## src/rtl/fs_mon_pkg.sv

```systemverilog
package fs_mon_pkg;

   typedef enum logic {
      TRK_HUNT  = 1'b0,
      TRK_LOCK  = 1'b1
   } trk_state_e;

   localparam int unsigned FLAG_EARLY = 0;
   localparam int unsigned FLAG_LATE  = 1;
   localparam int unsigned FLAG_COUNT = 2;

endpackage

```

## src/rtl/fs_sync_edge.sv

```systemverilog
module fs_sync_edge #(
   parameter int unsigned SYNC_STAGES = 2
) (
   input  logic clk,
   input  logic rst_n,
   input  logic en,
   input  logic tick,
   input  logic fs_raw,
   input  logic active_low,
   output logic edge_seen
);

   logic [SYNC_STAGES-1:0] sync_q;
   logic                   last_act_q;
   logic                   act_now;

   generate
      if (SYNC_STAGES == 2) begin : g_two
         always_ff @(posedge clk or negedge rst_n) begin
            if (!rst_n) sync_q <= '0;
            else        sync_q <= {sync_q[0], fs_raw};
         end
      end else begin : g_deep
         always_ff @(posedge clk or negedge rst_n) begin
            if (!rst_n) sync_q <= '0;
            else        sync_q <= {sync_q[SYNC_STAGES-2:0], fs_raw};
         end
      end
   endgenerate

   assign act_now = sync_q[SYNC_STAGES-1] ^ active_low;

   // previous active level, forced high while disabled so that a level
   // already present at enable is not mistaken for a transition
   always_ff @(posedge clk or negedge rst_n) begin
      if (!rst_n)     last_act_q <= 1'b1;
      else if (!en)   last_act_q <= 1'b1;
      else if (tick)  last_act_q <= act_now;
   end

   assign edge_seen = act_now & ~last_act_q;

endmodule

```

## src/rtl/fs_frame_tracker.sv

```systemverilog
module fs_frame_tracker
   import fs_mon_pkg::*;
#(
   parameter int unsigned LEN_W   = 8,
   parameter int unsigned MIN_LEN = 8
) (
   input  logic             clk,
   input  logic             rst_n,
   input  logic             en,
   input  logic             tick,
   input  logic             edge_seen,
   input  logic             lead_mode,
   input  logic [LEN_W-1:0] len_field,
   output logic             start_q,
   output logic             set_early,
   output logic             set_late
);

   localparam logic [LEN_W-1:0] MIN_LAST = LEN_W'(MIN_LEN - 1);

   trk_state_e       state_q;
   logic [LEN_W-1:0] pos_q;
   logic [LEN_W-1:0] last_pos;
   logic [LEN_W-1:0] exp_pos;
   logic [LEN_W-1:0] pos_after_exp;
   logic [LEN_W-1:0] pos_next;
   logic             at_exp;
   logic             live;

   assign last_pos      = (len_field < MIN_LAST) ? MIN_LAST : len_field;
   assign exp_pos       = lead_mode ? last_pos : '0;
   assign pos_after_exp = (exp_pos == last_pos) ? '0 : exp_pos + 1'b1;
   assign pos_next      = (pos_q == last_pos) ? '0 : pos_q + 1'b1;
   assign at_exp        = (pos_q == exp_pos);
   assign live          = en & tick & (state_q == TRK_LOCK);

   assign set_early = live &  edge_seen & ~at_exp;
   assign set_late  = live & ~edge_seen &  at_exp;

   always_ff @(posedge clk or negedge rst_n) begin
      if (!rst_n) begin
         state_q <= TRK_HUNT;
         pos_q   <= '0;
         start_q <= 1'b0;
      end else begin
         start_q <= 1'b0;
         if (!en) begin
            state_q <= TRK_HUNT;
            pos_q   <= '0;
         end else if (tick) begin
            if (state_q == TRK_HUNT) begin
               if (edge_seen) begin
                  state_q <= TRK_LOCK;
                  pos_q   <= pos_after_exp;
                  start_q <= (exp_pos == '0);
               end
            end else if (set_early || set_late) begin
               state_q <= TRK_HUNT;
            end else begin
               start_q <= (pos_q == '0);
               pos_q   <= pos_next;
            end
         end
      end
   end

endmodule

```

## src/rtl/fs_err_flags.sv

```systemverilog
module fs_err_flags #(
   parameter int unsigned N_FLAGS = 2
) (
   input  logic               clk,
   input  logic               rst_n,
   input  logic [N_FLAGS-1:0] set_i,
   input  logic               clr_i,
   output logic [N_FLAGS-1:0] flag_q
);

   generate
      for (genvar g = 0; g < N_FLAGS; g++) begin : g_flag
         always_ff @(posedge clk or negedge rst_n) begin
            if (!rst_n)         flag_q[g] <= 1'b0;
            else if (set_i[g])  flag_q[g] <= 1'b1;
            else if (clr_i)     flag_q[g] <= 1'b0;
         end
      end
   endgenerate

endmodule

```

## src/rtl/fs_slave_monitor.sv

```systemverilog
module fs_slave_monitor
   import fs_mon_pkg::*;
#(
   parameter int unsigned LEN_W       = 8,
   parameter int unsigned MIN_LEN     = 8,
   parameter int unsigned SYNC_STAGES = 2
) (
   input  logic             clk,
   input  logic             rst_n,
   input  logic             en,
   input  logic             bit_tick,
   input  logic             fs_in,
   input  logic             fs_active_low,
   input  logic             fs_lead,
   input  logic [LEN_W-1:0] frame_len_field,
   input  logic             err_clr,
   output logic             frame_start,
   output logic             err_anticipated,
   output logic             err_late
);

   generate
      if (LEN_W < 3) begin : g_bad_len_w
         $error("LEN_W must hold at least the minimum frame length");
      end
      if (SYNC_STAGES < 2) begin : g_bad_sync
         $error("SYNC_STAGES must be at least 2");
      end
      if (MIN_LEN < 2 || MIN_LEN > (1 << LEN_W)) begin : g_bad_min
         $error("MIN_LEN out of range for LEN_W");
      end
   endgenerate

   logic                  edge_seen;
   logic                  set_early;
   logic                  set_late;
   logic [FLAG_COUNT-1:0] set_vec;
   logic [FLAG_COUNT-1:0] flag_vec;

   fs_sync_edge #(
      .SYNC_STAGES(SYNC_STAGES)
   ) i_sync (
      .clk       (clk),
      .rst_n     (rst_n),
      .en        (en),
      .tick      (bit_tick),
      .fs_raw    (fs_in),
      .active_low(fs_active_low),
      .edge_seen (edge_seen)
   );

   fs_frame_tracker #(
      .LEN_W  (LEN_W),
      .MIN_LEN(MIN_LEN)
   ) i_track (
      .clk      (clk),
      .rst_n    (rst_n),
      .en       (en),
      .tick     (bit_tick),
      .edge_seen(edge_seen),
      .lead_mode(fs_lead),
      .len_field(frame_len_field),
      .start_q  (frame_start),
      .set_early(set_early),
      .set_late (set_late)
   );

   assign set_vec[FLAG_EARLY] = set_early;
   assign set_vec[FLAG_LATE]  = set_late;

   fs_err_flags #(
      .N_FLAGS(FLAG_COUNT)
   ) i_flags (
      .clk   (clk),
      .rst_n (rst_n),
      .set_i (set_vec),
      .clr_i (err_clr),
      .flag_q(flag_vec)
   );

   assign err_anticipated = flag_vec[FLAG_EARLY];
   assign err_late        = flag_vec[FLAG_LATE];

endmodule

```

## config.mk

```make
export PLATFORM = sky130hd
export DESIGN_NAME = fs_slave_monitor
export DESIGN_NICKNAME = d
export VERILOG_FILES = /design/src/rtl/fs_mon_pkg.sv /design/src/rtl/fs_sync_edge.sv /design/src/rtl/fs_frame_tracker.sv /design/src/rtl/fs_err_flags.sv /design/src/rtl/fs_slave_monitor.sv
export SDC_FILE = /design/constraint.sdc
export NUM_CORES = 1
export LEC_CHECK = 0
export BUFFER_PORTS_ARGS = -buffer_cell sky130_fd_sc_hd__buf_4
export CORE_ASPECT_RATIO = 1.5
export CORE_MARGIN = 5
export CORE_UTILIZATION = 45
export CTS_BUF_LIST = sky130_fd_sc_hd__clkbuf_4
export CTS_CLUSTER_SIZE = 16
export DETAILED_ROUTE_END_ITERATION = 10
export PLACE_DENSITY = 0.68
export SYNTH_ARGS = -nofsm -noshare
export SYNTH_HDL_FRONTEND = slang
export SYNTH_SLANG_ARGS = --single-unit
```

## constraint.sdc

```tcl
create_clock -name clk -period 2.1 [get_ports clk]
set_clock_uncertainty 0.15 [all_clocks]
set_input_delay 0.21 -clock clk [delete_from_list [all_inputs] [get_ports clk]]
set_output_delay 0.21 -clock clk [all_outputs]
set_load 0.005 [all_outputs]
```

# --- Word-level counts from Yosys, hierarchy flattened ---
# Cells that the tools add are included.
classes:
  addsub: 2
  n_lt_le_gt_ge: 1
  n_eq_ne: 6
  muxes: 24
  bitwise: 11
  reduce_logical: 6
ops:
  columns: ["operator", "n"]
  rows:
  - ["2-to-1 mux 8 bit", 9]
  - ["equality test 8 bit", 3]
  - ["adder 8 x 1 -> 8 bit, second input constant", 2]
  - ["zero test 8 bit", 2]
  - ["2-to-1 mux 1 bit", 15]
  - ["< comparator 8 x 3 -> 1 bit, second input constant", 1]
  - ["AND 1 bit", 7]
  - ["nonzero test 2 bit", 2]
  - ["!= test 3 x 1 -> 1 bit, second input constant", 1]
  - ["!= test 3 bit, second input constant", 1]
  - ["inverter 1 bit", 3]
  - ["AND reduction 3 bit", 1]
  - ["!= test 2 x 1 -> 1 bit, second input constant", 1]
  - ["logical OR 1 bit", 1]
  - ["XOR 1 bit", 1]
totals:
  regBits: 15
  wordCells: 57

# --- Depth between registers and ports, before layout ---
# Gate-level depths: netlist (run 1).
logic_depth:
  depth_word: 11
  ltp_mapped: 8

# --- Cells and area by module ---
# From an unflattened synthesis (run 1), not the netlist that was laid out.
unflattened:
  hier_cells: 158
  area_unflattened_um2: 1290.0
modules_own_cells:
  columns: ["mod", "n_inst", "cells_each", "area_each_um2"]
  rows:
  - ["fs_frame_tracker", 1, 146, 1118.6]
  - ["fs_sync_edge", 1, 7, 102.6]
  - ["fs_err_flags", 1, 5, 68.8]

# --- Worst setup path before layout (run 1) ---
# No wires, ideal clock.
synth_path:
  path_kind: "reg-to-reg"
  start: "reg i_track.pos_q[2]"
  end: "reg i_track.pos_q[2]"
  setup_ns: 0.136
  arrival_time_ns: 1.999
  setup_slack_ns: -0.185
  path_stages_with_launch: 8
  period_less_slack_ns: 2.285
  path_cell_list: "dfrtp_1 -> inv_2 -> a221o_1 -> a211o_1 -> o41a_1 -> nor2b_1 -> o311ai_1 -> o41ai_1"
synth_via:
  elab_chain_cells: 6
synth_lines:
  columns: ["element", "line", "source"]
  rows:
  - ["start, declared", "fs_frame_tracker.sv:22", "logic [LEN_W-1:0] pos_q;"]
  - ["start signal, assigned", "fs_frame_tracker.sv:54", "pos_q <= pos_after_exp;"]
  - ["start signal, assigned", "fs_frame_tracker.sv:61", "pos_q <= pos_next;"]
  - ["adder 8 x 1 -> 8 bit (tied with other cells)", "fs_frame_tracker.sv:33", "assign pos_next = (pos_q == last_pos) ? '0 : pos_q + 1'b1;"]
  - ["2-to-1 mux 8 bit / inverter 1 bit (equally long branches)", "fs_frame_tracker.sv:33, fs_frame_tracker.sv:37", null]
  - ["2-to-1 mux 8 bit / AND 1 bit (equally long branches)", "fs_frame_tracker.sv:57, fs_frame_tracker.sv:37", null]
  - ["2-to-1 mux 8 bit / logical OR 1 bit (equally long branches)", "fs_frame_tracker.sv:51, fs_frame_tracker.sv:57", null]
  - ["2-to-1 mux 8 bit / != test 3 bit (equally long branches)", null, null]
  - ["2-to-1 mux 8 bit / AND reduction 3 bit (equally long branches)", null, null]
# Several ways; a longest one is shown, not always the timed one. The select of a mux whose other input is x is not followed.
# A chain may end at the register's enable or synchronous reset.

# --- Final worst setup path (run 1) ---
# Ends and elaborated chain as after synthesis.

==> impl_metrics.ini, run 1 <==
[timing]
worst_slack_ns = -0.303
max_slew_margin = 0.720
setup_viol = 10
fin_setup_tns_ns = -2.19
timing.fmax_ghz = 0.416
fin_hold_ws_ns = 0.142
fin_crit_sh = 1.14
slew_violations = 0
hold_viol = 0
fin_crit_ns = 2.40
worst_pin_slew_ns = 0.417
rsz0062_at_grt = true

[power]
p_seq_frac = 0.420
switching_share = 0.317
p_total_uw = 727
p_int_uw = 497
power.leakage_nw = 0.831
comb_power_share = 0.321
clockPowerShare = 0.259
peakVddDrop_mv = 0.361
power_density_nw_per_um2 = 375
power.net_switching_uw = 230

[synthesis]
async_flop_share = 1.00
yosys-top-cells-count = inv_1, dfrtp_1, nand3_1, nor2_1, xnor2_1
synth_top_area_cell = dfrtp_1
synth_top_cell_area_share = 0.289
syn_nets = 165
avgSynthCellArea_um2 = 8.37
ys_types = 47
ys.flop_type = dfrtp_1
synth_edf_count = 0
syn-cell-area_um2 = 1210
yosysMostFrequentCell = inv_1
synth_seq_cells = 15
ys_seq_area_frac = 0.310
syn_inst = 145
yosys_warnings = 0
synthTopCellsByArea = dfrtp_1, xnor2_1, inv_1, ha_1, nand3_1

[setup_path]
cp.required_ns = 2.11
worstSetupStartpoint = i_track.pos_q[2]$_DFFE_PN0P_
critPathKind = reg -> reg
reg2reg_from = i_track.pos_q[2]$_DFFE_PN0P_
cp_max_fo = 3
crit_path_end_kind = flop
critPathLaunchType = flop
arrival_ns = 2.41

[detailed_routing]
viasPerCell = 5.75
ant_nets = 0
first_iter_violations = 58
finalWirelength_um = 4230
first_pass_iters = 4
routedWlPerCell_um = 17.3
drc_errors = 0
vias = 1402

[cts]
insertion_delay_ns = 0.29
cts.sinks = 15
clock_path_buffers = 2
clkTransAtPathRegs_ns = 0.10
cts_tree = built
root_buffer = clkbuf_4
cts_max_level = 1
numCtsBuffers = 3

[placed_design]
dp_hpwl_um = 3090
gp_congestion = 0.863
io_buffers = 18

[die]
core_area_um2 = 2650
num_rows = 23
initial_core_util = 0.458
dieHeight_um = 73.6
boundaryPins = 19
dieArea_um2 = 3860
die_x_um = 52.4

[outcome]
failed_checks = setup timing
status = finished, violations left

[finish]
fin_util = 0.732
area_growth_pct = 59.7
nets = 228
antenna_cells = 0
drive_above_1_share = 0.440

[global_route]
grt_max_degree = 16
grt_pass1_vias = 1476
track_usage = 0.232
antenna_found_initial = 0
overflow = 0
grt_pass1_wl_um = 6690

[run]
maxCapViolations = 0

[worst_hold_path]
hold_path.class = in -> async
-- power groups by stage --
stage               clock (mW)  sequential, mW  combinational (mW)
floorplan                    0           0.308              0.0876
global placement             0           0.310               0.170
detailed placement           0           0.310               0.176
CTS                      0.187           0.305               0.206
global route             0.196           0.307               0.252
finish                   0.188           0.306               0.233
-- state kept, by name (all words and copies together), names as in the netlist --
name / count
i_sync.last_act_q: 1
i_flags.flag_q: 2
i_track.state_q: 1
i_track.pos_q: 8
i_track.start_q: 1
i_sync.sync_q: 2
-- placed cells by master (no fill, tap or decap), types with 3 or more instances in the layout --
cell / synthesis / routed
buf_4: 0 / 57
inv_1: 15 / 15
dfrtp_1: 14 / 12
nor2_1: 8 / 7
nand2_1: 7 / 7
nor3_1: 7 / 7
nand3_1: 8 / 7
xnor2_1: 8 / 6
nand2b_1: 6 / 6
o21ai_0: 6 / 5
dlygate4sd3_1: 0 / 5
o21ai_1: 4 / 4
ha_1: 4 / 4
clkbuf_4: 0 / 4
o2111ai_1: 3 / 3
-- worst paths after layout --
| check | endpoint | slack, ns | cells past startpoint |
|---|---|---|---|
| hold / removal | i_track.state_q$_DFFE_PN0P_ | 0.14 | 2 |
| max in group asynchronous | i_sync.last_act_q$_DFFE_PN1P_ | 1.42 | 2 |
| hold reg to reg | i_sync.sync_q[1]$_DFF_PN0_ | 0.23 | 0 |
| setup / recovery | i_track.pos_q[2]$_DFFE_PN0P_ | -0.30 | 7 |
| min in group clk | i_sync.last_act_q$_DFFE_PN1P_ | 0.18 | 5 |
| setup reg to reg | i_track.pos_q[2]$_DFFE_PN0P_ | -0.30 | 7 |
-- logic make-up after synthesis --
logic type | after synthesis | synth area share
muxes | 3 | 0.0247
xor gates and xnor gates | 9 | 0.0650
AOI/OAI and AO/OA | 43 | 0.270
DFF | 15 | 0.310
adders and majority gates | 4 | 0.0412
buffers and inverters | 21 | 0.0660
and+or+nand+nor | 50 | 0.223
-- stage by stage --
step / setup WS (ns) / instances / cell area [um2]
global route: -0.353 / 244 / 1940
CTS: -0.222 / 242 / 1810
detailed placement: -0.287 / 229 / 1630
finish: -0.303 / 244 / 1940
global placement: -0.252 / 229 / 1630
floorplan: -0.169 / 145 / 1210
-- repair_timing --
action | 4_1_cts | 5_1_grt
hold buffers | 5 | 0
pin swaps | 6 | 12
setup endpoints to repair | 11 | 12
resized for setup | 10 | 19
buffers inserted | 4 | 2
hold endpoints to repair | 19 | 0
-- routing by layer --
layer | up-vias | share of wire | global-route usage
li1 | 666 | - | -
met1 | 656 | 0.36 | 0.237
met2 | 61 | 0.55 | 0.441
met3 | 19 | 0.041 | 0.0223
met4 | 0 | 0.050 | 0.125
met5 | - | 0 | 0
-- critical path: stages (launching register included) --
cell	delay (ns)
dfrtp_1	0.39
inv_2	0.05
a221o_1	0.42
a211o_1	0.24
o41a_1	0.43
nor2b_1	0.17
o311ai_2	0.28
o41ai_2	0.15
-- final cells by class --
cell class,count,area [um2]
multi-input combinational,109,925
timing repair buffer,63,498
sequential,15,379
inverter,16,60.1
tap,37,46.3
clock buffer,4,30.0
fill,206,709
Note: power is estimated with default switching activity, not from simulation.
==> inputs of run 2 (changes only) <==
--- a/config.mk
+++ b/config.mk
@@ -5,6 +5,7 @@
 export SDC_FILE = /design/constraint.sdc
 export NUM_CORES = 1
 export LEC_CHECK = 0
+export ABC_AREA = 1
 export BUFFER_PORTS_ARGS = -buffer_cell sky130_fd_sc_hd__buf_4
 export CORE_ASPECT_RATIO = 1.5
 export CORE_MARGIN = 5
==> run 2 against run 1 <==
The flow now finishes without violations. Sequential power decreased by 2%. Via count decreased by 12%. Worst setup slack improved by 0.55 ns. Critical path type unchanged.
==> impl_metrics.ini, run 2 <==
[outcome]
status = complete, no violations

[synthesis]
async_flop_share = 1.00
synthSimpleGateAreaFrac = 0.462
ys_seq_area_frac = 0.300
yosys_warnings = 0
ys.flop_type = dfrtp_1
synthTopCellsByArea = dfrtp_1, nand2_1, inv_1, nand3_1, xor2_1
yosys-top-cells-count = nand2_1, inv_1, nor2_1
synth_edf_count = 0
synthAdderAreaFrac = 0.0398
ys_types = 24
syn_inst = 191
syn_nets = 211
yosysMostFrequentCell = nand2_1
synth_top_area_cell = dfrtp_1
synth_compound_area_frac = 0.0338
syn-cell-area_um2 = 1260
synth_mux_area_frac = 0
avgSynthCellArea_um2 = 6.58
synth_seq_cells = 15
synth_xor_area_frac = 0.0697
synth_top_cell_area_share = 0.279
synth_top_family_by_area = simple AND/OR/NAND/NOR gates

[placed_design]
place_area_um2 = 1420
pre_cts_ws_ns = 0.171
dp_cells = 244
dp_hpwl_um = 2440
io_buffers = 18
gp_congestion = 0.977

[setup_path]
worst-path-buf-inv = 1
cp.required_ns = 2.15
critPathLaunchType = flop
arrival_ns = 1.90
critPathKind = reg -> reg
cpPeakStageDelay_ns = 0.43
cp_cell_sequence = inv_1 > or2_2 > nand3_1 > nor3_1 > nand4_1 > nand2_1 > nor2_1 > nand2_1 > nand2_1
cp_max_fo = 7
crit_path_end_kind = flop
slowest_stage = dfrtp_1
path_delay_family = simple AND/OR/NAND/NOR gates
crit_path_frequent_cell = nand2_1

[global_route]
antenna_found_initial = 0
track_usage = 0.181
overflow = 0
grt_pass1_vias = 1267
grt_max_degree = 16
grt_pass1_wl_um = 5350

[detailed_routing]
first_pass_iters = 4
finalWirelength_um = 3020
routedWlPerCell_um = 12.0
drc_errors = 0
viasPerCell = 4.92
first_iter_violations = 32
ant_nets = 0
vias = 1236

[power]
peakVddDrop_mv = 0.369
comb_power_share = 0.225
power_density_nw_per_um2 = 410
power.leakage_nw = 0.821
switching_share = 0.306
clockPowerShare = 0.282
p_int_uw = 424
p_seq_frac = 0.493
power.net_switching_uw = 187

[cts]
clkTransAtPathRegs_ns = 0.09
numCtsBuffers = 3
insertion_delay_ns = 0.30
cts_max_level = 1
postCtsSetupBuffers = 0
root_buffer = clkbuf_4
cts.sinks = 15
clock_path_buffers = 2
cts_tree = built

[timing]
fin_setup_tns_ns = 0
fin_crit_sh = 0.882
rsz0062_at_grt = false
worst_slack_ns = 0.248
fin_crit_ns = 1.85
hold_viol = 0
slew_violations = 0
worst_pin_slew_ns = 0.327
max_slew_margin = 0.780
setup_viol = 0
timing.fmax_ghz = 0.540

[finish]
reg_top3 = i_track.pos_q: 8 flops, i_flags.flag_q: 2 flops, i_sync.sync_q: 2 flops
regMostFlops = i_track.pos_q
finalInstanceArea_um2 = 1490
layout_common_cells = nand2_1, inv_1, nor2_1, nand3_1, buf_4
area_growth_pct = 18.6
largest_register_ff_count = 8
nets = 235
fin_cells = 251
fin_util = 0.557
antenna_cells = 0
layout_commonest_cell = nand2_1
drive_above_1_share = 0.168

[die]
num_rows = 23
die_x_um = 53.2
boundaryPins = 19
dieArea_um2 = 3970
dieHeight_um = 74.7
core_area_um2 = 2680
initial_core_util = 0.470

[worst_hold_path]
hold_path.class = in -> reg

[run]
maxCapViolations = 0
==> run 2: timing repair <==
| action | in CTS | in global routing |
|---|---|---|
| resized for setup | 0 | 2 |
| hold endpoints to repair | 18 | 0 |
| hold buffers | 3 | 0 |
| endpoints found under the setup margin | 0 | 1 |
==> run 2: kinds of logic (layout without fill, tap and decap cells) <==
| family | Yosys count | in the layout |
|---|---|---|
| AOI/OAI and AO/OA | 8 | 8 |
| xor gates and xnor gates | 10 | 10 |
| adders and majority gates | 4 | 4 |
| buffers and inverters | 30 | 53 |
| DFF | 15 | 15 |
| and+or+nand+nor | 124 | 124 |
==> run 2: layer usage <==
metal  track usage  part of all wire  vias up
met5             0                 0        -
met4        0.0938             0.023        0
met3        0.0317             0.038        7
met2         0.318              0.52       31
met1         0.206              0.42      556
li1              -                 -      642
==> run 2: cell type report <==
| class | instances | area, um2 |
|---|---|---|
| flip-flops and latches | 15 | 378 |
| multi-input cells | 146 | 769 |
| clock buffers | 3 | 22.5 |
| well taps | 37 | 46.3 |
| clock inverters | 1 | 5.00 |
| fillers | 297 | 1180 |
| repair buffers | 21 | 165 |
| inverters | 28 | 105 |
==> run 2: tightest hold or removal path, delay by kind of cell <==
family | cells | cell delay (ns)
buf+inv | 1 | 0.08
compound gates | 1 | 0.07
xor+xnor | 1 | 0.13
==> run 2: path summary, 6_finish.rpt <==
kind / startpoint / end / slack (ns) / depth (start not counted)
worst min-delay path: fs_active_low / i_sync.last_act_q$_DFFE_PN1P_ / 0.03 / 3
worst min register to register: i_sync.sync_q[0]$_DFF_PN0_ / i_sync.sync_q[1]$_DFF_PN0_ / 0.21 / 0
max in group asynchronous: rst_n / i_sync.last_act_q$_DFFE_PN1P_ / 1.43 / 2
worst max register to register: i_track.pos_q[4]$_DFFE_PN0P_ / i_track.pos_q[4]$_DFFE_PN0P_ / 0.25 / 9
worst max-delay path: i_track.pos_q[4]$_DFFE_PN0P_ / i_track.pos_q[4]$_DFFE_PN0P_ / 0.25 / 9
min in group asynchronous: rst_n / i_sync.sync_q[0]$_DFF_PN0_ / 0.12 / 2
==> run 2: through the flow <==
stage,hold slack [ns],total power [mW]
after detailed placement,-0.0750,0.438
after CTS,0.0213,0.620
after floorplan,-0.236,0.388
after global routing,0.0555,0.656
final,0.0266,0.612
after global placement,-0.0789,0.436
==> run 2: power by group through the flow <==
stage               combinational [mW]  sequential (mW)  clock, mW
detailed placement               0.131            0.307          0
floorplan                       0.0839            0.304          0
CTS                              0.136            0.301      0.182
global placement                 0.130            0.307          0
finish                           0.138            0.301      0.173
global route                     0.156            0.303      0.197
==> inputs of run 3 (changes only) <==
--- a/config.mk
+++ b/config.mk
@@ -5,7 +5,6 @@
 export SDC_FILE = /design/constraint.sdc
 export NUM_CORES = 1
 export LEC_CHECK = 0
-export ABC_AREA = 1
 export BUFFER_PORTS_ARGS = -buffer_cell sky130_fd_sc_hd__buf_4
 export CORE_ASPECT_RATIO = 1.5
 export CORE_MARGIN = 5
@@ -13,7 +12,7 @@
 export CTS_BUF_LIST = sky130_fd_sc_hd__clkbuf_4
 export CTS_CLUSTER_SIZE = 16
 export DETAILED_ROUTE_END_ITERATION = 10
-export PLACE_DENSITY = 0.68
+export PLACE_DENSITY = 0.77
 export SYNTH_ARGS = -nofsm -noshare
 export SYNTH_HDL_FRONTEND = slang
 export SYNTH_SLANG_ARGS = --single-unit
==> run 3 against run 2 <==
The flow now finishes with violations (setup timing). Non-clock buffer count up 40. Die area down 2.9%. Combinational power up 52%. Global-route usage up 3.3 points. Worst setup slack worse by 0.42 ns. Fmax down 18%. Critical path type unchanged. Critical endpoint is now i_track.pos_q[2]$_DFFE_PN0P_. Largest power group unchanged.
==> impl_metrics.ini, run 3 (same netlist as run 1, synthesis figures left out) <==
[setup_path]
arrival_ns = 2.28
rr_worst_depth = 7
rr_endpoint = i_track.pos_q[2]$_DFFE_PN0P_
cp.required_ns = 2.11
critPathKind = reg -> reg
reg2reg_from = i_track.pos_q[5]$_DFFE_PN0P_
critPathLaunchType = flop
crit_path_end_kind = flop
cp_max_fo = 4
rrSetupSlack_ns = -0.17

[timing]
worst_pin_slew_ns = 0.431
fin_hold_ws_ns = 0.0130
timing.fmax_ghz = 0.441
max_slew_margin = 0.710
slew_violations = 0
rsz0062_at_grt = true
hold_viol = 0
fin_crit_ns = 2.27
fin_crit_sh = 1.08
worst_slack_ns = -0.168
setup_viol = 10

[cts]
clock_path_buffers = 2
cts.sinks = 15
cts_max_level = 1
clkTransAtPathRegs_ns = 0.10
insertion_delay_ns = 0.29
numCtsBuffers = 3
cts_tree = built
root_buffer = clkbuf_4

[finish]
area_growth_pct = 50.0
reg_top3 = i_track.pos_q: 8 flops, i_flags.flag_q: 2 flops, i_sync.sync_q: 2 flops
multi_input_area_um2 = 836
layout_commonest_cell = buf_4
antenna_cells = 0
layout_common_cells = buf_4, inv_1, dfrtp_1, nor2_1
drive_above_1_share = 0.400
seqCellArea_um2 = 377
n_fill_cell = 212
fin_cells = 242
nets = 226
regMostFlops = i_track.pos_q
largest_register_ff_count = 8

[placed_design]
pre_cts_ws_ns = -0.297
gp_congestion = 0.862
dp_cells = 230
io_buffers = 18
dp_hpwl_um = 2910

[worst_hold_path]
min_to = i_track.state_q$_DFFE_PN0P_
hp-start = bit_tick
hold_depth = 2
hold_path.class = in -> reg

[detailed_routing]
first_iter_violations = 43
finalWirelength_um = 3960
first_pass_iters = 5
drc_errors = 0
ant_nets = 0
vias = 1422
viasPerCell = 5.88
routedWlPerCell_um = 16.3

[power]
p_total_uw = 683
power.leakage_nw = 0.784
power_density_nw_per_um2 = 375
clockPowerShare = 0.250
comb_power_share = 0.308
power.net_switching_uw = 214
peakVddDrop_mv = 0.369
p_seq_frac = 0.442
p_int_uw = 469
switching_share = 0.313

[global_route]
grt_pass1_vias = 1391
overflow = 0
grt_pass1_wl_um = 6120
antenna_found_initial = 0
grt_max_degree = 16
track_usage = 0.214

[outcome]
status = finished, violations left
failed_checks = setup timing

[die]
num_rows = 23
die_x_um = 52.4
dieHeight_um = 73.6
boundaryPins = 19
initial_core_util = 0.458
dieArea_um2 = 3860
core_area_um2 = 2650

[run]
maxCapViolations = 0
[run 3: area by class of cell]
type,count,area share
clock buffers,3,0.0124
inverters,16,0.0330
repair buffers,61,0.259
multi-input cells,109,0.459
well taps,37,0.0254
clock inverters,1,0.00412
flip-flops and latches,15,0.207
[run 3: how the worst max path moves through the flow]
stage	from	end	slack, ns	depth (start not counted)
2_1_floorplan	i_track.pos_q[2]$_DFFE_PN0P_	i_track.pos_q[2]$_DFFE_PN0P_	-0.17	7
3_3_place_gp	frame_len_field[3]	i_track.pos_q[2]$_DFFE_PN0P_	-0.27	9
3_5_place_dp	i_track.pos_q[1]$_DFFE_PN0P_	i_track.pos_q[2]$_DFFE_PN0P_	-0.30	7
4_1_cts	i_track.pos_q[5]$_DFFE_PN0P_	i_track.pos_q[2]$_DFFE_PN0P_	-0.20	7
5_1_grt	i_track.pos_q[1]$_DFFE_PN0P_	i_track.pos_q[1]$_DFFE_PN0P_	-0.24	7
6_report	i_track.pos_q[5]$_DFFE_PN0P_	i_track.pos_q[2]$_DFFE_PN0P_	-0.17	7
[run 3: critical path, stage by stage, from the launching register on]
cell and delay [ns]:
dfrtp_1 0.42, nor2b_1 0.07, a221o_1 0.33, a211o_1 0.25, o41a_1 0.35, nor2b_1 0.16
o311ai_2 0.28, o41ai_2 0.14
[run 3: power by group through the flow]
stage,Sequential [mW],Combinational [mW],Clock [mW]
floorplan,0.308,0.0876,0
global placement,0.306,0.175,0
detailed placement,0.307,0.179,0
CTS,0.302,0.204,0.179
global route,0.303,0.226,0.199
finish,0.302,0.210,0.171
[run 3: metrics by stage]
stage / instance area (um2) / setup TNS (ns) / utilization
2_1_floorplan: 1210 / -0.269 / -
3_3_place_gp: 1640 / -1.14 / 0.619
3_5_place_dp: 1640 / -1.66 / 0.619
5_1_grt: 1820 / -2.04 / 0.688
4_1_cts: 1790 / -0.707 / 0.674
6_report: 1820 / -0.999 / 0.688
[run 3: layer usage]
metal | part of all wire | up-vias | GRT usage
met1 | 0.36 | 692 | 0.216
met5 | 0 | - | 0
met4 | 0.046 | 0 | 0.131
met2 | 0.55 | 53 | 0.401
li1 | - | 663 | -
met3 | 0.042 | 14 | 0.0264
[run 3: what timing repair did]
item,CTS,global route
hold buffers,4,0
pin swaps,5,9
buffers inserted,3,1
hold endpoints to repair,18,0
endpoints found under the setup margin,10,12
gates resized for setup,12,4
